`src/rtl/dma_chanctl_pkg.sv`:
```
package dma_chanctl_pkg;
  localparam int DATA_W     = 32;
  localparam int HI_LSB     = 16;
  localparam int BURST_BIT  = 28;
  localparam int BURST8_BIT = 29;

  typedef enum logic [1:0] {
    REG_CFG   = 2'd0,
    REG_DONE  = 2'd1,
    REG_ERR   = 2'd2,
    REG_CHCTL = 2'd3
  } reg_sel_e;

  typedef enum logic [1:0] {
    WR_NONE  = 2'd0,
    WR_PLAIN = 2'd1,
    WR_SET   = 2'd2,
    WR_CLR   = 2'd3
  } wr_kind_e;

  typedef struct packed {
    logic     hit;
    reg_sel_e sel;
    wr_kind_e kind;
  } access_t;
endpackage

```
`src/rtl/dma_chanctl_decode.sv`:
```
module dma_chanctl_decode
  import dma_chanctl_pkg::*;
#(
  parameter int ADDR_W = 8
) (
  input  logic              bus_wr,
  input  logic [ADDR_W-1:0] bus_addr,
  output access_t           acc
);
  logic upper_zero;
  logic alias_ok;

  assign upper_zero = (bus_addr[ADDR_W-1:6] == '0);
  assign alias_ok   = (bus_addr[1:0] == 2'b00) && (bus_addr[3:2] != 2'b11);

  always_comb begin
    acc.hit  = upper_zero && alias_ok;
    acc.sel  = reg_sel_e'(bus_addr[5:4]);
    acc.kind = WR_NONE;
    if (bus_wr && acc.hit) begin
      unique case (bus_addr[3:2])
        2'b00:   acc.kind = WR_PLAIN;
        2'b01:   acc.kind = WR_SET;
        2'b10:   acc.kind = WR_CLR;
        default: acc.kind = WR_NONE;
      endcase
    end
  end
endmodule

```
`src/rtl/dma_chanctl_flags.sv`:
```
module dma_chanctl_flags
  import dma_chanctl_pkg::*;
#(
  parameter int W = 16
) (
  input  logic         clk,
  input  logic         rst_n,
  input  logic         wr_en,
  input  wr_kind_e     wr_kind,
  input  logic [W-1:0] wdata,
  input  logic [W-1:0] evt_set,
  input  logic [W-1:0] evt_clr,
  output logic [W-1:0] q
);
  logic [W-1:0] sw_next;
  logic [W-1:0] q_next;

  always_comb begin
    sw_next = q;
    if (wr_en) begin
      unique case (wr_kind)
        WR_PLAIN: sw_next = wdata;
        WR_SET:   sw_next = q | wdata;
        WR_CLR:   sw_next = q & ~wdata;
        default:  sw_next = q;
      endcase
    end
    // events dominate software in the same cycle
    q_next = evt_set | (sw_next & ~evt_clr);
  end

  always_ff @(posedge clk or negedge rst_n) begin
    if (!rst_n) q <= '0;
    else        q <= q_next;
  end
endmodule

```
`src/rtl/dma_chanctl_irq.sv`:
```
module dma_chanctl_irq #(
  parameter int NCH = 16
) (
  input  logic [NCH-1:0] done_q,
  input  logic [NCH-1:0] en_q,
  input  logic [NCH-1:0] err_q,
  output logic [NCH-1:0] irq
);
  for (genvar n = 0; n < NCH; n++) begin : g_ch
    assign irq[n] = (done_q[n] & en_q[n]) | err_q[n];
  end
endmodule

```
`src/rtl/dma_chanctl_regs.sv`:
```
module dma_chanctl_regs
  import dma_chanctl_pkg::*;
#(
  parameter int NCH    = 16,
  parameter int ADDR_W = 8
) (
  input  logic              clk,
  input  logic              rst_n,
  input  logic              bus_wr,
  input  logic [ADDR_W-1:0] bus_addr,
  input  logic [31:0]       bus_wdata,
  output logic [31:0]       bus_rdata,
  input  logic [NCH-1:0]    done_evt,
  input  logic [NCH-1:0]    term_evt,
  input  logic [NCH-1:0]    buserr_evt,
  output logic [NCH-1:0]    irq_o,
  output logic [NCH-1:0]    freeze_o,
  output logic [NCH-1:0]    chan_rst_o,
  output logic              burst_en_o,
  output logic              burst8_en_o
);
  localparam logic [NCH-1:0] NO_EVT = '0;

  access_t        acc;
  logic [NCH-1:0] wd_lo, wd_hi;
  logic [1:0]     wd_cfg;
  logic           we_cfg, we_done, we_err, we_chctl;
  logic [1:0]     cfg_q;
  logic [NCH-1:0] done_q, en_q, err_q, stat_q, frz_q, rst_q;
  logic           unused_wdata;

  dma_chanctl_decode #(.ADDR_W(ADDR_W)) u_dec (
    .bus_wr  (bus_wr),
    .bus_addr(bus_addr),
    .acc     (acc)
  );

  assign wd_lo        = bus_wdata[NCH-1:0];
  assign wd_hi        = bus_wdata[HI_LSB +: NCH];
  assign wd_cfg       = {bus_wdata[BURST8_BIT], bus_wdata[BURST_BIT]};
  assign unused_wdata = ^bus_wdata;

  assign we_cfg   = (acc.kind != WR_NONE) && (acc.sel == REG_CFG);
  assign we_done  = (acc.kind != WR_NONE) && (acc.sel == REG_DONE);
  assign we_err   = (acc.kind != WR_NONE) && (acc.sel == REG_ERR);
  assign we_chctl = (acc.kind != WR_NONE) && (acc.sel == REG_CHCTL);

  dma_chanctl_flags #(.W(2)) u_cfg (
    .clk(clk), .rst_n(rst_n), .wr_en(we_cfg), .wr_kind(acc.kind),
    .wdata(wd_cfg), .evt_set(2'b00), .evt_clr(2'b00), .q(cfg_q)
  );

  dma_chanctl_flags #(.W(NCH)) u_done (
    .clk(clk), .rst_n(rst_n), .wr_en(we_done), .wr_kind(acc.kind),
    .wdata(wd_lo), .evt_set(done_evt), .evt_clr(NO_EVT), .q(done_q)
  );

  dma_chanctl_flags #(.W(NCH)) u_en (
    .clk(clk), .rst_n(rst_n), .wr_en(we_done), .wr_kind(acc.kind),
    .wdata(wd_hi), .evt_set(NO_EVT), .evt_clr(NO_EVT), .q(en_q)
  );

  dma_chanctl_flags #(.W(NCH)) u_err (
    .clk(clk), .rst_n(rst_n), .wr_en(we_err), .wr_kind(acc.kind),
    .wdata(wd_lo), .evt_set(term_evt | buserr_evt), .evt_clr(NO_EVT), .q(err_q)
  );

  // type bit: bus error sets, a lone termination clears
  dma_chanctl_flags #(.W(NCH)) u_stat (
    .clk(clk), .rst_n(rst_n), .wr_en(we_err), .wr_kind(acc.kind),
    .wdata(wd_hi), .evt_set(buserr_evt), .evt_clr(term_evt & ~buserr_evt),
    .q(stat_q)
  );

  dma_chanctl_flags #(.W(NCH)) u_frz (
    .clk(clk), .rst_n(rst_n), .wr_en(we_chctl), .wr_kind(acc.kind),
    .wdata(wd_lo), .evt_set(NO_EVT), .evt_clr(NO_EVT), .q(frz_q)
  );

  // reset requests live for one cycle only
  always_ff @(posedge clk or negedge rst_n) begin
    if (!rst_n) rst_q <= '0;
    else if (we_chctl && (acc.kind == WR_PLAIN || acc.kind == WR_SET))
      rst_q <= wd_hi;
    else
      rst_q <= '0;
  end

  dma_chanctl_irq #(.NCH(NCH)) u_irq (
    .done_q(done_q), .en_q(en_q), .err_q(err_q), .irq(irq_o)
  );

  always_comb begin
    bus_rdata = '0;
    if (acc.hit) begin
      unique case (acc.sel)
        REG_CFG: begin
          bus_rdata[BURST_BIT]  = cfg_q[0];
          bus_rdata[BURST8_BIT] = cfg_q[1];
        end
        REG_DONE: begin
          bus_rdata[NCH-1:0]       = done_q;
          bus_rdata[HI_LSB +: NCH] = en_q;
        end
        REG_ERR: begin
          bus_rdata[NCH-1:0]       = err_q;
          bus_rdata[HI_LSB +: NCH] = stat_q;
        end
        REG_CHCTL: begin
          bus_rdata[NCH-1:0]       = frz_q;
          bus_rdata[HI_LSB +: NCH] = rst_q;
        end
        default: bus_rdata = '0;
      endcase
    end
  end

  assign freeze_o    = frz_q;
  assign chan_rst_o  = rst_q;
  assign burst_en_o  = cfg_q[0];
  assign burst8_en_o = cfg_q[1];
endmodule

```
`config.mk`:
```
export PLATFORM = sky130hd
export DESIGN_NAME = dma_chanctl_regs
export DESIGN_NICKNAME = d
export VERILOG_FILES = /design/src/rtl/dma_chanctl_pkg.sv /design/src/rtl/dma_chanctl_decode.sv /design/src/rtl/dma_chanctl_flags.sv /design/src/rtl/dma_chanctl_irq.sv /design/src/rtl/dma_chanctl_regs.sv
export SDC_FILE = /design/constraint.sdc
export NUM_CORES = 1
export LEC_CHECK = 0
export ABC_AREA = 0
export CORE_MARGIN = 8
export CORE_UTILIZATION = 43
export CTS_BUF_LIST = sky130_fd_sc_hd__clkbuf_4 sky130_fd_sc_hd__clkbuf_8 sky130_fd_sc_hd__clkbuf_16
export CTS_CLUSTER_DIAMETER = 120
export DETAILED_ROUTE_END_ITERATION = 16
export HOLD_SLACK_MARGIN = 0.08
export PLACE_DENSITY = 0.74
export SETUP_SLACK_MARGIN = 0.15
export SYNTH_ARGS = -nofsm -noshare
export SYNTH_HDL_FRONTEND = slang
export SYNTH_SLANG_ARGS = --single-unit
```
`constraint.sdc`:
```
create_clock -name clk -period 1.7 [get_ports clk]
set_input_delay 0.34 -clock clk [delete_from_list [all_inputs] [get_ports clk]]
set_output_delay 0.34 -clock clk [all_outputs]
set_load 0.01 [all_outputs]
```
==> metrics.txt <==
Port Buf Inserts=172; Post-Syn Instances=about 550; max-cap violations=0; worst-margin pin slew=0.4187 ns; Synth Area in Compound Gates=0.2787; antenna violations before repair=0; Post-Synth XOR/XNOR Area=0.02489; gr ovfl total=0; Final Hold Viols=0; failing checks=negative setup slack; critical path class=in -> reg; crit path max fanout=7; Worst Path Required=about 1.9 ns; Starting Density=0.4319; max-slew violations=0; worst slack, placed=-1.218 ns; DR DRC count=0; final wirelength=around 26 mm; Leak Pwr=around 4.3 nW; Overall Power=between 0.006 and 0.007 W; Die H=between 100 and 150 um; drt wl/cell=24.77 um; via count=approximately 6.5k; mux share of post-synthesis cell area=0.06802; worst setup skew after layout=0 ns; clk sinks=around 100; share of cells above drive strength 1=0.4790; Mapped Area=around 5600 um2; Top Family by Delay on Critical Path=simple AND/OR/NAND/NOR gates; Finished Core Util=0.7766; headroom to the max-slew limit=0.7200; CP endpoint kind=flip-flop; post-synthesis sequential area ratio=0.4357; slowest stage cell, crit path=a221o_1; cell mode on critical path=buf_8; DR top layer=met4; CTS H-Tree Depth=3; Reg-to-Reg Start=u_done.q[1]; layout filler cell count=816; crit path DAT=between 2 and 2.5 ns; I/O pins=between 150 and 200; first-pass GRT wire length=between 30 and 40 mm; largest net degree at the start of global routing=49; met2 wire length=around 13 mm; Buf/Inv on CP=4; largest family of logic cells by synthesized area=compound AO/OA/AOI/OAI gates; PwrDens=around 610 nW/um2; Die Wd=between 100 and 150 um; Yosys cell types=39; deepest clock path buffer count=2; Initial DRT Pass Iterations=5; number of global-route vias before repair=~6.6k; VDD IR max=approximately 0.00040 V; design area=~10000 um2; Min-Delay Path Class=in -> async; Final period util=1.324; Antenna Nets Post-Route=0; Worst setup SP type=primary input; Placer Congestion=~0.87; setup TNS=-35.75 ns; Die ar.=between 15000 and 20000 um2; Yosys warnings=0; Ant. Diodes=0; fin crit period=~2.3 ns; DP Wirelength=about 16 mm; CTS tree=done; worst path cell trace=buf_8 -> ha_4 -> nor2_4 -> and2_4 -> o211ai_1 -> ha_2 -> buf_6 -> nor4b_4 -> buf_4 -> buf_8 -> nand2_1 -> a221o_1; slowest stage delay, CP=between 0.3 and 0.4 ns; TritonCTS buffer count=9; number of cell rows=42; Syn Area/Cell=between 10 and 15 um2; endpoints failing setup=approximately 130; Synth Area in Adders=0.01556; status=complete, but fails checks; Synth Area in Simple Gates=0.1314; Initial DRC Count=roughly 650; Global Route Usage Sum=0.2827; Vias per Instance=6.108; Clk Tree Root Cell=clkbuf_16; Seq cells post-synth=98; Clock Latency Late Sink=0.35 ns; met3 routed WL=2.482 mm; Layout Nets=977; f_max=~0.44 GHz; register clock-pin slew on the reported worst setup and hold paths=approximately 0.070 ns; core area=13030 um2; Mapped Nets=650; post-route setup slack=-0.5510 ns; Post-Place Cell Area=roughly 8600 um2; worst reg2reg path depth=3; synthesis-to-layout area growth=79.80%; RSZ-0062 raised after global routing=true; Met1 Wirelength=just under 10 mm; r2r setup slk=between 0.5 and 0.6 ns; worst flop-to-flop path endpoint=u_done.q[1]
-- where the power goes --
group	total [W]	internal [W]	switching [W]
Combinational	0.00147	0.000780	0.000685
Clock	0.00211	0.00117	0.000940
Sequential	0.00255	0.00246	0.0000843
Total	0.00613	0.00442	0.00171
-- cell type report --
class                           count  area (um2)  share of cell area
Multi-Input combinational cell    398        3636              0.3593
Inverter                           18       67.56            0.006676
Sequential cell                    98        2452              0.2423
Tap cell                          176       220.2             0.02176
Clock buffer                       10       239.0             0.02361
Clock inverter                      5       53.80            0.005316
Timing Repair Buffer              354        3452              0.3411
-- kinds of logic (layout without fill, tap and decap cells) --
kind of cell | after synthesis | count (layout)
AOI/OAI and AO/OA | 214 | 214
and+or+nand+nor | 129 | 129
DFF | 98 | 98
buffers and inverters | 56 | 387
muxes | 32 | 32
xor gates and xnor gates | 16 | 16
adders and majority gates | 7 | 7
-- through the flow --
stage,hold WS [ns],instances
floorplan,0.04441,552
global placement,0.2609,992
detailed placement,0.2635,992
CTS,0.4292,1035
global route,0.4495,1059
finish,0.4272,1059
-- sequential cells by signal (all words and copies together), names as in the netlist --
name and count:
u_err.q 16, u_frz.q 16, chan_rst_o 16, u_stat.q 16
u_done.q 16, u_en.q 16, u_cfg.q 2
-- placed cells by master (no fill, tap or decap), drive strengths merged, types with 3 or more instances in the layout --
master / n
a2111o: 16
a211oi: 16
a21boi: 16
a21o: 16
a21oi: 68
a221o: 16
a22oi: 30
a31oi: 16
and2: 17
and3: 3
buf: 235
clkbuf: 14
clkdlybuf4s50: 80
clkinv: 3
dfrtp: 98
dlygate4sd2: 33
ha: 7
inv: 19
mux2: 30
nand2: 17
nand2b: 32
nor2: 31
nor2b: 17
o31ai: 16
xnor2: 16
-- layer usage --
layer | vias up | GRT usage
met3 | 99 | 0.05682
met5 | - | 0
met1 | 3209 | 0.3411
met4 | 0 | 0.1452
met2 | 458 | 0.4720
li1 | 2702 | -
-- synth_stat cells, drive strengths merged --
cell	number	share of area
and2b	2	0.0027
a21boi	16	0.021
inv	18	0.012
o31ai	16	0.021
and3	3	0.0033
nor2b	17	0.019
ha	7	0.016
a211oi	16	0.030
nand2b	32	0.036
mux2	30	0.060
nor4b	2	0.0084
a22oi	30	0.040
a31oi	16	0.018
nor3	2	0.0018
o211a	1	0.0018
buf	22	0.023
a221o	16	0.028
nand2	17	0.011
a21o	16	0.021
nor2	31	0.021
or4b	1	0.0018
clkbuf	16	0.011
o211ai	1	0.0013
xnor2	16	0.025
nor4	1	0.0011
nand3	1	0.00089
a2111o	16	0.032
dfrtp	98	0.44
mux4	2	0.0080
a21oi	68	0.060
nor3b	2	0.0044
and3b	1	0.0016
and2	17	0.019
o21a	2	0.0027
-- how the worst max path moves through the flow --
stage / from / to / slack (ns) / cells past startpoint
after floorplan: bus_addr[2] / u_stat.q[10] / -0.61 / 11
after global placement: bus_addr[3] / u_done.q[14] / -1.13 / 11
after detailed placement: bus_addr[3] / u_err.q[10] / -1.22 / 11
after CTS: bus_addr[3] / u_done.q[1] / -0.38 / 12
after global routing: bus_addr[3] / u_done.q[6] / -0.56 / 12
final: bus_addr[3] / u_done.q[6] / -0.55 / 12
-- timing repair --
action / in CTS / in global routing
cloned: 2 / 3
pin swaps: 51 / 42
setup endpoints to repair: 180 / 141
gates resized for setup: 418 / 85
hold buffers: 1 / 0
endpoints found under the hold margin: 19 / 0
setup buffers: 25 / 21
(Power assumes the default switching activity.)
